**src/rtl/tbp_pkg.sv**
```systemverilog
// Package: shared constants and helpers of the timebase prescaler.
// Assumes: source codes 0..3 are binary rates and any code with bit 2 set is line input.
package tbp_pkg;

    localparam int SRC_W = 3;
    localparam int SEL_W = 3;

    // Binary source selections, as carried on src_sel.
    typedef enum logic [1:0] {
        SRC_BASE = 2'd0,
        SRC_MHZ1 = 2'd1,
        SRC_MHZ2 = 2'd2,
        SRC_MHZ4 = 2'd3
    } bin_src_e;

    // Chain bit that an output-select code drives, clamped to the chain width.
    function automatic int clk_tap_index(input int code, input int width);
        int idx;
        idx = 2 * (code - 1);
        if (idx > width - 1) idx = width - 1;
        if (idx < 0) idx = 0;
        return idx;
    endfunction

    // Largest of three shift amounts.
    function automatic int max3(input int a, input int b, input int c);
        int m;
        m = a;
        if (b > m) m = b;
        if (c > m) m = c;
        return m;
    endfunction

endpackage

```
**src/rtl/front_prescaler.sv**
```systemverilog
// Module: front_prescaler
// Divides the incoming strobe stream by 1, 2^SH1, 2^SH2 or 2^SH3, so that the
// following chain always runs at the base rate.
// Assumes: each shift is at least 1; clr has priority over counting.
module front_prescaler
    import tbp_pkg::*;
#(
    parameter int SH1 = 5,
    parameter int SH2 = 6,
    parameter int SH3 = 7
) (
    input  logic       clk,
    input  logic       rst_n,
    input  logic       clr,
    input  logic       en,
    input  bin_src_e   sel,
    output logic       base_stb
);

    localparam int FW = max3(SH1, SH2, SH3);

    logic [FW-1:0] cnt_q;
    logic [FW-1:0] mask;

    // Pick the low-bit mask that marks the end of one divide period.
    always_comb begin
        unique case (sel)
            SRC_BASE: mask = '0;
            SRC_MHZ1: mask = FW'((1 << SH1) - 1);
            SRC_MHZ2: mask = FW'((1 << SH2) - 1);
            default:  mask = FW'((1 << SH3) - 1);
        endcase
    end

    assign base_stb = en && !clr && ((cnt_q & mask) == mask);

    // Count accepted strobes; wrapping at 2^FW is a multiple of every ratio.
    always_ff @(posedge clk) begin
        if (!rst_n || clr) begin
            cnt_q <= '0;
        end else if (en) begin
            cnt_q <= cnt_q + 1'b1;
        end
    end

endmodule

```
**src/rtl/binary_chain.sv**
```systemverilog
// Module: binary_chain
// Ripple-free binary divider of W stages clocked by base-rate strobes. It
// exports the running count and one registered pulse per stage boundary.
// Assumes: stb is already gated by clear; clr zeroes both count and pulses.
module binary_chain #(
    parameter int W = 15
) (
    input  logic         clk,
    input  logic         rst_n,
    input  logic         clr,
    input  logic         stb,
    output logic [W-1:0] count,
    output logic [W-1:0] taps
);

    logic [W-1:0] count_q;
    logic [W-1:0] tap_q;

    // Advance the chain once per base-rate strobe.
    always_ff @(posedge clk) begin
        if (!rst_n || clr) begin
            count_q <= '0;
        end else if (stb) begin
            count_q <= count_q + 1'b1;
        end
    end

    // One pulse register per stage: fires when all lower bits roll over.
    for (genvar i = 0; i < W; i++) begin : g_tap
        always_ff @(posedge clk) begin
            if (!rst_n || clr) begin
                tap_q[i] <= 1'b0;
            end else begin
                tap_q[i] <= stb && (&count_q[i:0]);
            end
        end
    end

    assign count = count_q;
    assign taps  = tap_q;

endmodule

```
**src/rtl/line_divider.sv**
```systemverilog
// Module: line_divider
// Modulo counter for mains-frequency input: one registered pulse every
// MOD_A or MOD_B strobes, chosen by sel_b.
// Assumes: both moduli are at least 2; clr restarts the count at zero.
module line_divider #(
    parameter int MOD_A = 50,
    parameter int MOD_B = 60
) (
    input  logic clk,
    input  logic rst_n,
    input  logic clr,
    input  logic en,
    input  logic sel_b,
    output logic tick
);

    localparam int MOD_MAX = (MOD_A > MOD_B) ? MOD_A : MOD_B;
    localparam int CW      = $clog2(MOD_MAX);

    logic [CW-1:0] cnt_q;
    logic [CW-1:0] last;
    logic          tick_q;
    logic          wrap;

    assign last = sel_b ? CW'(MOD_B - 1) : CW'(MOD_A - 1);
    assign wrap = en && (cnt_q == last);

    // Count line cycles and restart at the selected modulus.
    always_ff @(posedge clk) begin
        if (!rst_n || clr) begin
            cnt_q <= '0;
        end else if (wrap) begin
            cnt_q <= '0;
        end else if (en) begin
            cnt_q <= cnt_q + 1'b1;
        end
    end

    // Register the once-per-second pulse.
    always_ff @(posedge clk) begin
        if (!rst_n || clr) begin
            tick_q <= 1'b0;
        end else begin
            tick_q <= wrap;
        end
    end

    assign tick = tick_q;

endmodule

```
**src/rtl/clkout_mux.sv**
```systemverilog
// Module: clkout_mux
// Registered selector for the buffered clock output: code 0 drives low and
// codes 1..7 drive one chain bit each.
// Assumes: the chain count is a registered value; the output lags it by one edge.
module clkout_mux
    import tbp_pkg::*;
#(
    parameter int W = 15
) (
    input  logic             clk,
    input  logic             rst_n,
    input  logic [SEL_W-1:0] sel,
    input  logic [W-1:0]     count,
    output logic             clk_out
);

    localparam int NCODE = 1 << SEL_W;

    logic [NCODE-1:0] cand;
    logic             out_q;

    // Build the candidate bit for every select code.
    assign cand[0] = 1'b0;
    for (genvar c = 1; c < NCODE; c++) begin : g_cand
        localparam int IDX = clk_tap_index(c, W);
        assign cand[c] = count[IDX];
    end

    // Register the selected candidate to give a glitch-free output.
    always_ff @(posedge clk) begin
        if (!rst_n) begin
            out_q <= 1'b0;
        end else begin
            out_q <= cand[sel];
        end
    end

    assign clk_out = out_q;

endmodule

```
**src/rtl/timebase_prescaler.sv**
```systemverilog
// Module: timebase_prescaler (top)
// Converts input-clock strobes of a selectable source frequency into a 1 Hz
// tick, per-stage sub-second pulses and a buffered divided clock output.
// Assumes: in_en is a single-cycle strobe already in the clk domain; any
// change of source or line rate restarts all dividers on that edge.
module timebase_prescaler
    import tbp_pkg::*;
#(
    parameter int BASE_BITS = 15,
    parameter int FRONT_SH1 = 5,
    parameter int FRONT_SH2 = 6,
    parameter int FRONT_SH3 = 7,
    parameter int LINE_A    = 50,
    parameter int LINE_B    = 60
) (
    input  logic                 clk,
    input  logic                 rst_n,
    input  logic                 in_en,
    input  logic [SRC_W-1:0]     src_sel,
    input  logic                 line_60,
    input  logic [SEL_W-1:0]     out_sel,
    output logic                 tick_1hz,
    output logic [BASE_BITS-1:0] taps,
    output logic                 clk_out
);

    logic [SRC_W-1:0]     src_q;
    logic                 l60_q;
    logic                 clr;
    logic                 line_mode;
    logic                 base_stb;
    logic                 line_tick;
    logic [BASE_BITS-1:0] chain_cnt;
    logic [BASE_BITS-1:0] chain_taps;
    bin_src_e             bin_sel;

    assign clr       = (src_sel != src_q) || (line_60 != l60_q);
    assign line_mode = src_q[SRC_W-1];
    assign bin_sel   = bin_src_e'(src_q[1:0]);

    // Hold the selection seen at the last edge to detect a change.
    always_ff @(posedge clk) begin
        if (!rst_n) begin
            src_q <= '0;
            l60_q <= 1'b0;
        end else begin
            src_q <= src_sel;
            l60_q <= line_60;
        end
    end

    front_prescaler #(
        .SH1 (FRONT_SH1),
        .SH2 (FRONT_SH2),
        .SH3 (FRONT_SH3)
    ) u_front (
        .clk      (clk),
        .rst_n    (rst_n),
        .clr      (clr),
        .en       (in_en && !line_mode),
        .sel      (bin_sel),
        .base_stb (base_stb)
    );

    binary_chain #(
        .W (BASE_BITS)
    ) u_chain (
        .clk   (clk),
        .rst_n (rst_n),
        .clr   (clr),
        .stb   (base_stb),
        .count (chain_cnt),
        .taps  (chain_taps)
    );

    line_divider #(
        .MOD_A (LINE_A),
        .MOD_B (LINE_B)
    ) u_line (
        .clk   (clk),
        .rst_n (rst_n),
        .clr   (clr),
        .en    (in_en && line_mode),
        .sel_b (l60_q),
        .tick  (line_tick)
    );

    clkout_mux #(
        .W (BASE_BITS)
    ) u_clkout (
        .clk     (clk),
        .rst_n   (rst_n),
        .sel     (out_sel),
        .count   (chain_cnt),
        .clk_out (clk_out)
    );

    // Only one of the two sources can pulse in a given mode.
    assign tick_1hz = line_tick | chain_taps[BASE_BITS-1];
    assign taps     = chain_taps;

endmodule

```
**config.mk**
```make
export PLATFORM = sky130hd
export DESIGN_NAME = timebase_prescaler
export DESIGN_NICKNAME = d
export VERILOG_FILES = /design/src/rtl/tbp_pkg.sv /design/src/rtl/front_prescaler.sv /design/src/rtl/binary_chain.sv /design/src/rtl/line_divider.sv /design/src/rtl/clkout_mux.sv /design/src/rtl/timebase_prescaler.sv
export SDC_FILE = /design/constraint.sdc
export NUM_CORES = 1
export LEC_CHECK = 0
export BUFFER_PORTS_ARGS = -buffer_cell sky130_fd_sc_hd__buf_2
export CELL_PAD_IN_SITES_DETAIL_PLACEMENT = 1
export CELL_PAD_IN_SITES_GLOBAL_PLACEMENT = 1
export CORE_MARGIN = 3
export CORE_UTILIZATION = 43
export DETAILED_ROUTE_END_ITERATION = 10
export PLACE_DENSITY = 0.8
export RECOVER_POWER = 100
export SYNTH_ARGS = -nofsm -noshare
export SYNTH_HDL_FRONTEND = slang
export SYNTH_SLANG_ARGS = --single-unit
```
**constraint.sdc**
```tcl
create_clock -name clk -period 2.6 [get_ports clk]
set_clock_uncertainty 0.05 [all_clocks]
set_input_delay 0 -clock clk [delete_from_list [all_inputs] [get_ports clk]]
set_output_delay 0 -clock clk [all_outputs]
set_load 0.01 [all_outputs]
```
After elaboration in Yosys (flattened, before gate mapping)
Cells that the tools add are included.
{"block": "op_classes", "shift": 0, "n_bitwise": 2, "order_cmp": 1, "n_eq_ne": 6, "n_reduce_logical": 41, "n_addsub": 3, "mux": 4, "multipliers": 0, "n_div": 0}
{"cell": "$pmux 7 s3", "n": 1}
{"cell": "$logic_and 1x1->1", "n": 20}
{"cell": "$add 15x1->15 const B", "n": 1}
{"cell": "$reduce_and 15->1", "n": 1}
{"cell": "$reduce_and 14->1", "n": 1}
{"cell": "$reduce_and 13->1", "n": 1}
{"cell": "$reduce_and 12->1", "n": 1}
{"cell": "$reduce_and 11->1", "n": 1}
{"cell": "$reduce_and 10->1", "n": 1}
{"cell": "$reduce_and 9->1", "n": 1}
{"cell": "$reduce_and 8->1", "n": 1}
{"cell": "$add 7x1->7 const B", "n": 1}
{"cell": "$and 7x7->7", "n": 1}
{"cell": "$eq 7x7->1", "n": 1}
{"cell": "$reduce_and 7->1", "n": 1}
{"cell": "$add 6x1->6 const B", "n": 1}
{"cell": "$eq 6x6->1", "n": 1}
{"cell": "$reduce_and 6->1", "n": 1}
{"cell": "$reduce_and 5->1", "n": 1}
{"cell": "$lt 3x4->1 const B", "n": 1}
{"cell": "$mux 4", "n": 1}
{"cell": "$reduce_and 4->1", "n": 1}
{"cell": "$bmux 1 s3", "n": 1}
{"cell": "$logic_not 1->1", "n": 3}
{"cell": "11 further kinds", "n": 12}
{"block": "word_totals", "regBits": 49, "word_cells": 79, "out_inout_bits": 17, "memories": 0, "mem_bits_rw": 0, "latch_bits": 0, "in_bits": 10, "mem_bits_ro": 0}

Longest topological paths before layout
Gate-level depths: netlist (run 1).
{"block": "logic_depth", "word_depth": 6, "depth_mapped": 7, "mapped_depth_nobuf": 6}

By module
A second synthesis (run 1) with hierarchy kept.
{"block": "hier_totals", "cells_unflattened": 206, "hier_area_um2": 2037.0}
{"module": "binary_chain", "area_each_um2": 1114.8, "n_inst": 1, "seq_area_each_um2": 600.6, "cells_each": 112}
{"module": "front_prescaler", "area_each_um2": 345.3, "n_inst": 1, "seq_area_each_um2": 140.1, "cells_each": 38}
{"module": "line_divider", "area_each_um2": 327.8, "n_inst": 1, "seq_area_each_um2": 140.1, "cells_each": 32}
{"module": "timebase_prescaler", "area_each_um2": 168.9, "n_inst": 1, "seq_area_each_um2": 80.1, "cells_each": 16}
{"module": "clkout_mux", "area_each_um2": 80.1, "n_inst": 1, "seq_area_each_um2": 20.0, "cells_each": 8}

Least setup slack after synthesis (run 1)
OpenSTA, ideal clock, no wires.
{"block": "synth_path", "kind": "register to register", "from": "register u_front.cnt_q[0]", "to": "register u_chain.count_q[11] (netlist: u_chain.count[11])", "path_slack_ps": 783, "synth_period_minus_slack_ps": 1817, "n_path_buf": 0, "setup_ps": 70, "t_arrival_ps": 1697, "t_required_ps": 2480, "stages_incl_launch_ff": 6, "path_cell_list": "dfxtp_1 and3_4 a31oi_4 or3_4 or4_1 a21oi_1"}
{"block": "synth_via", "elab_chain_cells": 3}
{"item": "start: declaration", "line_no": "front_prescaler.sv:22", "rtl": "logic [FW-1:0] cnt_q;"}
{"item": "start signal: assignment", "line_no": "front_prescaler.sv:42", "rtl": "cnt_q <= cnt_q + 1'b1;"}
{"item": "$and 7x7->7", "line_no": "front_prescaler.sv:35", "rtl": "assign base_stb = en && !clr && ((cnt_q & mask) == mask);"}
{"item": "$eq 7x7->1", "line_no": "front_prescaler.sv:35"}
{"item": "$logic_and 1x1->1", "line_no": "front_prescaler.sv:35"}
{"item": "end signal: assignment", "line_no": "binary_chain.sv:24", "rtl": "count_q <= count_q + 1'b1;"}
{"item": "end: declaration", "line_no": "binary_chain.sv:16", "rtl": "logic [W-1:0] count_q;"}
No other way between the ends.
A chain may end at the register's enable or synchronous reset.

Worst setup path after layout (run 1)
{"block": "layout_path", "from": "register src_q[2]", "to": "register u_chain.count_q[11] (netlist: u_chain.count[11])"}
{"block": "layout_via", "elab_chain_cells": 5, "word_cells_on_any_way": 8, "classes_between": "eq/ne: 1; reduce/logical: 7"}
{"item": "start: declaration", "line_no": "timebase_prescaler.sv:27", "rtl": "logic [SRC_W-1:0] src_q;"}
{"item": "start signal: assignment", "line_no": "timebase_prescaler.sv:47", "rtl": "src_q <= src_sel;"}
{"item": "$ne 3x3->1", "line_no": "timebase_prescaler.sv:37", "rtl": "assign clr = (src_sel != src_q) || (line_60 != l60_q);"}
{"item": "$logic_or 1x1->1", "line_no": "timebase_prescaler.sv:37"}
{"item": "$logic_not 1->1", "line_no": "front_prescaler.sv:35"}
{"item": "$logic_and 1x1->1 (2 in a row)", "line_no": "front_prescaler.sv:35"}
Parallel ways exist; a longest one is shown, timed or not.

==> flow_summary.json, run 1 <==
{
  "outcome": "finished clean",
  "powerDensity_mw_per_mm2": 579,
  "p_seq_frac": 0.541,
  "wl_met3_um": 161,
  "clkTransAtPathRegs_ps": 90,
  "synth_warnings": 0,
  "grt_use_total": 0.197,
  "cts_resized": 0,
  "drt-total-wl_mm": 5.18,
  "drive_above_1_share": 0.0962,
  "synth_compound_area_frac": 0.0711,
  "reg2reg_slack_ps": 480,
  "design.die.area_mm2": 0.00566,
  "crit_path_end": "u_chain.count[11]$_SDFFE_PP0P_",
  "antenna_found_initial": 0,
  "synthAdderAreaFrac": 0.0365,
  "synthMuxAreaShare": 0.0164,
  "grt_max_degree": 15,
  "gr-total-overflow": 0,
  "synthFlopType": "dfxtp_1",
  "synth_edf_count": 0,
  "synthArstFlopShare": 0,
  "r2r_start": "src_q[2]$_SDFF_PN0_",
  "clkLatencyLatePin_ps": 310,
  "vias": 1717,
  "swShare": 0.218,
  "antennaDiodeCount": 0,
  "dp.cells": 294,
  "cp_data_arrival_time_ps": 2310,
  "synth_simple_gate_area_frac": 0.292,
  "grt_pass1_wl_mm": 8.34,
  "synthMostInstantiatedCell": "dfxtp_1",
  "highest-signal-layer": "met4",
  "ys_types": 40,
  "layout.nets": 275,
  "drcViolationCount": 0,
  "chipWidth_um": 75.2,
  "startpoint": "src_q[2]$_SDFF_PN0_",
  "leakagePower_nw": 0.892,
  "synth_top_family_by_area": "simple AND/OR/NAND/NOR gates",
  "r2r_cells": 5,
  "finalCritPeriodShare": 0.814,
  "grt_pass1_vias": 1694,
  "vias_per_cell": 5.50,
  "required_ps": 2790,
  "synth_seq_cells": 49,
  "start_kind": "flop",
  "synth_commonest_cells": "dfxtp_1, nor2_1, nand2_1",
  "cp-end-kind": "flop",
  "synth-xor-area-share": 0.0851,
  "die_h_um": 75.2,
  "cts_buffer_depth": 2,
  "layout_min_cycle_time_ps": 2120,
  "mappedNetlistNets": 236,
  "m1WireLength_mm": 2.44,
  "ios": 27,
  "netlist_area_mm2": 0.00206,
  "dr.pass1.iters": 4,
  "reg2reg_to": "u_chain.count[11]$_SDFFE_PP0P_",
  "clkPwrFrac": 0.410,
  "hold_viol": 0,
  "rsz0062_at_grt": "no",
  "wire_per_inst_um": 16.6,
  "yosys-top-cells-area": "dfxtp_1, and3_1, xor2_1",
  "cts_tree": "done",
  "synthCells": 220,
  "internal_power_mw": 1.10,
  "yosysSeqAreaShare": 0.476,
  "place.detailed.hpwl_mm": 3.38,
  "drt_iter0_markers": 90,
  "syn_avg_cell_area_um2": 9.36,
  "crit_type": "flop to flop",
  "setup_violations": 0,
  "ir_drop_uv": 281,
  "max_freq_mhz": 472,
  "min_path_type": "primary input to flop",
  "ctsHtreeMaxLevel": 2,
  "rows": 24,
  "layoutNonFillerInstCount": 312,
  "cts.sink_count": 49,
  "portBuffers": 26,
  "switching_power_mw": 0.306,
  "syn2layout_area_growth_pct": 17.6,
  "relSlewSlack": 0.597,
  "yosysTopAreaCellShare": 0.476,
  "core-area_mm2": 0.00447,
  "gp_congestion": 0.793,
  "slew_violations": 0,
  "p_comb_frac": 0.049,
  "drtAntennaViolNets": 0,
  "final.setup.tns_ps": 0,
  "tightest_slew_ps": 600,
  "cts-root-buf": "clkbuf_8",
  "max_cap_viol_count": 0,
  "cp_max_fo": 7,
  "initial_utilization": 0.460,
  "numCtsBuffers": 5,
  "wl_met2_mm": 2.49,
  "synth_top_area_cell": "dfxtp_1"
}
==> power by group through the flow <==
stage / Combinational, mW / Sequential [mW] / Clock (mW)
floorplan: 0.0365 / 0.774 / 0
finish: 0.0694 / 0.759 / 0.575
detailed placement: 0.0542 / 0.775 / 0
global placement: 0.0534 / 0.775 / 0
CTS: 0.0666 / 0.758 / 0.575
global route: 0.0758 / 0.759 / 0.618
==> sequential cells by signal, summed over array words and instances (netlist names) <==
signal            count
u_chain.count        15
u_clkout.clk_out      1
l60_q                 1
src_q                 3
u_line.tick           1
u_chain.taps         15
u_line.cnt_q          6
u_front.cnt_q         7
==> metal layers <==
metal  global-route usage  up-vias
met4               0.0699        0
li1                     -      841
met1                0.254      837
met3               0.0427        9
met2                0.325       30
met5                    0        -
==> area by class of cell <==
type / count / area, µm²
Fill cell: 522 / 2050
Multi-Input combinational cell: 163 / 1030
Sequential cell: 49 / 981
Timing Repair Buffer: 39 / 223
Clock buffer: 7 / 86.3
Tap cell: 52 / 65.1
Clock inverter: 1 / 30.0
Inverter: 1 / 3.75
==> kinds of logic after synthesis <==
kind of cell,count (synthesis)
AOI/OAI and AO/OA,23
adders and majority gates,6
and+or+nand+nor,112
xor gates and xnor gates,20
muxes,2
DFF,49
buffers and inverters,8
==> through the flow <==
step           setup slack, ps  hold slack [ps]  utilization  area, µm²  power [mW]
2_1_floorplan              783             71.7            -       2060       0.811
3_3_place_gp               593              178        0.499       2230       0.829
3_5_place_dp               574              187        0.499       2230       0.830
4_1_cts                    549             38.7        0.548       2450        1.40
5_1_grt                    338             54.9        0.541       2420        1.45
6_report                   483             45.3        0.541       2420        1.40
==> cells in the final DEF, fill, tap and decap left out, types with 3 or more instances in the layout <==
cell type,count
xnor2_1,9
nor2_1,25
nor4_1,5
and2_0,5
and2_1,3
nand4_1,3
a21oi_1,13
dfxtp_1,49
nand2_1,23
ha_1,6
clkbuf_1,21
and3_1,16
clkbuf_8,6
o21ai_0,4
nor3_1,4
buf_2,8
nand3_1,10
xor2_1,11
dlygate4sd3_1,10
==> worst max-delay path, cell delays in order, from the launching register on <==
cell	delay [ps]
dfxtp_1	490
xor2_1	130
nor4_2	450
nand2_1	260
or4_1	520
a21oi_1	150
==> worst min-delay path by stage <==
stage          startpoint                           to  depth (start not counted)
2_1_floorplan     line_60             l60_q$_SDFF_PN0_                          1
3_3_place_gp      line_60             l60_q$_SDFF_PN0_                          2
3_5_place_dp   src_sel[0]          src_q[0]$_SDFF_PN0_                          2
4_1_cts        out_sel[1]  u_clkout.clk_out$_SDFF_PN0_                          4
5_1_grt        out_sel[1]  u_clkout.clk_out$_SDFF_PN0_                          3
6_report       out_sel[1]  u_clkout.clk_out$_SDFF_PN0_                          4
==> what timing repair did <==
item	in CTS	in global routing
hold buffers	10	0
hold endpoints to repair	6	0
setup buffers	0	0
No activity file was read; power rests on OpenSTA's default activity.
==> run 2, diff against run 1 <==
==> constraint.sdc (replaced) <==
create_clock -name clk -period 2.1 [get_ports clk]
set_clock_uncertainty 0.05 [all_clocks]
set_input_delay 0 -clock clk [delete_from_list [all_inputs] [get_ports clk]]
set_output_delay 0 -clock clk [all_outputs]
set_load 0.01 [all_outputs]
==> run 2 against run 1 <==
First-iteration DRC count down 19%; clock-buffer cell count unchanged; largest power group unchanged; critical path type unchanged; utilization up 0.73 points; wire length up 2.8%; sequential power up 24%.
==> flow_summary.json, run 2 (synthesized netlist as in run 1, its figures left out) <==
{
  "design.die.area_mm2": 0.00566,
  "cp_data_arrival_time_ps": 2200,
  "drtAntennaViolNets": 0,
  "gr-total-overflow": 0,
  "grt_max_degree": 15,
  "layout.nets": 283,
  "grt_pass1_wl_mm": 8.96,
  "cp_num_buf_inv": 0,
  "cts_tree": "done",
  "drt_iter0_markers": 73,
  "chipWidth_um": 75.2,
  "cp_slowest_cell": "or4_1",
  "path_delay_family": "simple AND/OR/NAND/NOR gates",
  "required_ps": 2290,
  "final.setup.tns_ps": 0,
  "met1_usage": 0.258,
  "cts_hold_buf": 10,
  "relSlewSlack": 0.646,
  "layout_common_cells": "dfxtp_1, nor2_1, nand2_1, clkbuf_1, and3_1",
  "hold_viol": 0,
  "outcome": "finished clean",
  "met2_usage": 0.373,
  "core-area_mm2": 0.00447,
  "powerDensity_mw_per_mm2": 666,
  "drive_above_1_share": 0.119,
  "cts.sink_count": 49,
  "min_path_type": "primary input to flop",
  "slowest_delay_ps": 530,
  "cts_resized": 0,
  "drt-total-wl_mm": 5.33,
  "initial_utilization": 0.460,
  "cts_setup_buffers": 0,
  "syn2layout_area_growth_pct": 19.1,
  "setup_violations": 0,
  "ctsHtreeMaxLevel": 2,
  "layoutNonFillerInstCount": 320,
  "cp_max_fo": 14,
  "portBuffers": 26,
  "start_kind": "flop",
  "numCtsBuffers": 5,
  "wire_per_inst_um": 16.7,
  "grtUsageMet3": 0.0414,
  "cts-root-buf": "clkbuf_8",
  "grt_use_total": 0.210,
  "antenna_found_initial": 0,
  "rows": 24,
  "dp.cells": 302,
  "tightest_slew_ps": 530,
  "cts_buffer_depth": 2,
  "slew_violations": 0,
  "die_h_um": 75.2,
  "max_cap_viol_count": 0,
  "crit_type": "flop to flop",
  "grt_pass1_vias": 1796,
  "cp-end-kind": "flop",
  "max_freq_mhz": 498,
  "clkLatencyLatePin_ps": 300,
  "dr.pass1.iters": 4,
  "clkTransAtPathRegs_ps": 90,
  "gp_congestion": 0.815,
  "leakagePower_nw": 0.920,
  "busiest_layer": "met2",
  "rsz0062_at_grt": "no",
  "vias_per_cell": 5.44,
  "ir_drop_uv": 239,
  "whs_ps": 31.6,
  "layout_min_cycle_time_ps": 2010,
  "place.detailed.hpwl_mm": 3.57,
  "vias": 1740,
  "utilization": 0.548,
  "ios": 27,
  "drcViolationCount": 0,
  "antennaDiodeCount": 0,
  "final_common_cell": "dfxtp_1",
  "finalCritPeriodShare": 0.956,
  "worstPathCellList": "and3_4, a31oi_4, or3_4, or4_1, a21oi_1"
}
## run 2: metal layers
layer / up-vias / part of all wire / wire (µm)
li1: 865 / - / -
met1: 834 / 0.46 / 2470
met2: 35 / 0.50 / 2650
met3: 6 / 0.028 / 150
met4: 0 / 0.011 / 59
met5: - / 0 / 0
## run 2: worst register-to-register path, delay by kind of cell (launching register included)
kind | cells | cell delay, ps
DFF | 1 | 390
and+or+nand+nor | 3 | 1230
AOI/OAI and AO/OA | 2 | 280
## run 2: area by class of cell
type | instances | area (µm²)
timing repair buffer | 47 | 270
clock inverter | 1 | 5.00
multi-input combinational | 163 | 1030
sequential | 49 | 981
tap | 52 | 65.1
fill | 548 | 2020
inverter | 1 | 3.75
clock buffer | 7 | 96.3
## run 2: path summary, 6_finish.rpt
| check | from | to | slack (ps) | cells after the start |
|---|---|---|---|---|
| worst max-delay path | u_front.cnt_q[1]$_SDFFE_PP0P_ | u_chain.count[11]$_SDFFE_PP0P_ | 90 | 5 |
| worst min-delay path | out_sel[1] | u_clkout.clk_out$_SDFF_PN0_ | 30 | 4 |
| worst min register to register | u_chain.count[14]$_SDFFE_PP0P_ | u_chain.taps[14]$_SDFF_PP0_ | 430 | 2 |
| worst max register to register | u_front.cnt_q[1]$_SDFFE_PP0P_ | u_chain.count[11]$_SDFFE_PP0P_ | 90 | 5 |
## run 2: where the power goes
part           internal (mW)  switching [mW]  total (mW)
clock                  0.298           0.304       0.602
sequential             0.933         0.00574       0.939
combinational         0.0397          0.0528      0.0925
## run 2: metrics by stage
step	power (mW)	setup slack [ps]	area, µm²
after floorplan	1.00	283	2060
after global placement	1.03	170	2290
after detailed placement	1.04	122	2290
after CTS	1.65	102	2500
after global routing	1.70	12.6	2450
final	1.63	91.6	2450
==> run 3, diff against run 2 <==
--- a/config.mk
+++ b/config.mk
@@ -13,6 +13,7 @@
 export DETAILED_ROUTE_END_ITERATION = 10
 export PLACE_DENSITY = 0.8
 export RECOVER_POWER = 100
+export REMOVE_ABC_BUFFERS = 1
 export SYNTH_ARGS = -nofsm -noshare
 export SYNTH_HDL_FRONTEND = slang
 export SYNTH_SLANG_ARGS = --single-unit
==> run 3 against run 2 <==
Sequential power barely moved; setup slack improved by 2.7 ps; sequential share of layout area is 0.14 points lower; clock-buffer cell count down 2; highest routed layer unchanged; utilization rose by 0.20 points; fmax is 0.14% higher; clock power rose by 8.8%; critical endpoint unchanged; critical path depth unchanged; power increased by 3.5%; wire length grew 2.6%; flip-flop and latch count unchanged.
==> flow_summary.json, run 3 (synthesized netlist as in run 1, its figures left out) <==
{
  "drtAntennaViolNets": 0,
  "slew_violations": 0,
  "rows": 24,
  "setup_violations": 0,
  "antenna_found_initial": 0,
  "p_comb_frac": 0.057,
  "clkTransAtPathRegs_ps": 90,
  "vias_per_cell": 5.49,
  "max_cap_viol_count": 0,
  "grt_use_total": 0.215,
  "outcome": "finished clean",
  "vias": 1745,
  "internal_power_mw": 1.32,
  "grt_pass1_wl_mm": 9.04,
  "min_path_type": "primary input to flop",
  "swShare": 0.219,
  "leakagePower_nw": 0.920,
  "initial_utilization": 0.460,
  "drt_iter0_markers": 74,
  "crit_type": "flop to flop",
  "dr.pass1.iters": 4,
  "ios": 27,
  "max_freq_mhz": 499,
  "ir_drop_uv": 278,
  "drt-total-wl_mm": 5.47,
  "syn2layout_area_growth_pct": 19.6,
  "cp-end-kind": "flop",
  "final.setup.tns_ps": 0,
  "finalCritPeriodShare": 0.955,
  "drive_above_1_share": 0.113,
  "antennaDiodeCount": 0,
  "cts_buffer_depth": 2,
  "powerDensity_mw_per_mm2": 686,
  "rsz0062_at_grt": "no",
  "final_area_mm2": 0.00246,
  "numCtsBuffers": 5,
  "gr-total-overflow": 0,
  "layout_min_cycle_time_ps": 2010,
  "p_seq_frac": 0.555,
  "relSlewSlack": 0.660,
  "ctsHtreeMaxLevel": 2,
  "switching_power_mw": 0.371,
  "cp_max_fo": 14,
  "cts-root-buf": "clkbuf_8",
  "cts_setup_buffers": 0,
  "wire_per_inst_um": 17.2,
  "gp_congestion": 0.821,
  "final_common_cell": "dfxtp_1",
  "cp_data_arrival_time_ps": 2190,
  "grt_max_degree": 15,
  "design.die.area_mm2": 0.00566,
  "hold_start": "out_sel[1]",
  "clkPwrFrac": 0.388,
  "core-area_mm2": 0.00447,
  "clkLatencyLatePin_ps": 300,
  "chipWidth_um": 75.2,
  "hold_viol": 0,
  "startpoint": "u_front.cnt_q[0]$_SDFFE_PP0P_",
  "layout.nets": 282,
  "layout_common_cells": "dfxtp_1, nor2_1, nand2_1, clkbuf_1, and3_1",
  "portBuffers": 26,
  "drcViolationCount": 0,
  "r2r_start": "u_front.cnt_q[0]$_SDFFE_PP0P_",
  "die_h_um": 75.2,
  "grt_pass1_vias": 1815,
  "dpl-instance-area_mm2": 0.00229,
  "required_ps": 2290,
  "place.detailed.hpwl_mm": 3.67,
  "cts_tree": "done",
  "start_kind": "flop",
  "tightest_slew_ps": 509,
  "cts.sink_count": 49
}
==> run 3: changes by cell type in the layout (fill, tap and decap cells not counted), sizes merged <==
cell and change:
buf +2, bufinv +1, clkbuf -5
==> run 3: worst max-delay path, stage by stage, from the launching register on <==
cell and delay [ps]:
dfxtp_1 400, and3_4 220, a31oi_4 120, or3_4 480, or4_1 520, a21oi_1 140
==> run 3: power groups by stage <==
stage | registers (mW) | logic (mW) | clock network [mW]
final | 0.938 | 0.0964 | 0.655
after global routing | 0.940 | 0.104 | 0.704
after CTS | 0.938 | 0.0884 | 0.661
after detailed placement | 0.960 | 0.0735 | 0
after global placement | 0.959 | 0.0706 | 0
after floorplan | 0.959 | 0.0393 | 0
==> run 3: final cells by class <==
class / instances / area (µm²)
clock buffer: 5 / 68.8
clock inverter: 2 / 35.0
fill: 527 / 2010
inverter: 1 / 3.75
multi-input combinational: 163 / 1040
sequential: 49 / 981
tap: 52 / 65.1
timing repair buffer: 46 / 268
==> run 3: layer usage <==
| layer | up-vias | part of all wire | global-route usage |
|---|---|---|---|
| met4 | 0 | 0.040 | 0.120 |
| met3 | 16 | 0.040 | 0.0387 |
| met2 | 42 | 0.48 | 0.353 |
| li1 | 862 | - | - |
| met5 | - | 0 | 0 |
| met1 | 825 | 0.44 | 0.264 |
==> run 3: what timing repair did <==
action	4_1_cts	5_1_grt
resized for setup	0	2
hold buffers	10	0
setup endpoints to repair	0	12
hold endpoints to repair	6	0
==> run 3: through the flow <==
step	power, mW	hold WS [ps]	util	std cells	setup slack (ps)
global placement	1.03	179	0.511	301	177
floorplan	0.998	71.7	-	213	184
finish	1.69	66.9	0.550	318	94.3
detailed placement	1.03	186	0.511	301	116
CTS	1.69	0.494	0.557	318	87.8
global route	1.75	72.8	0.550	318	6.97
==> run 3: worst paths after layout <==
path / to / slack, ps / depth (start not counted)
worst min register to register: u_chain.taps[14]$_SDFF_PP0_ / 430 / 2
worst max register to register: u_chain.count[11]$_SDFFE_PP0P_ / 90 / 5
worst max-delay path: u_chain.count[11]$_SDFFE_PP0P_ / 90 / 5
worst min-delay path: u_clkout.clk_out$_SDFF_PN0_ / 70 / 4
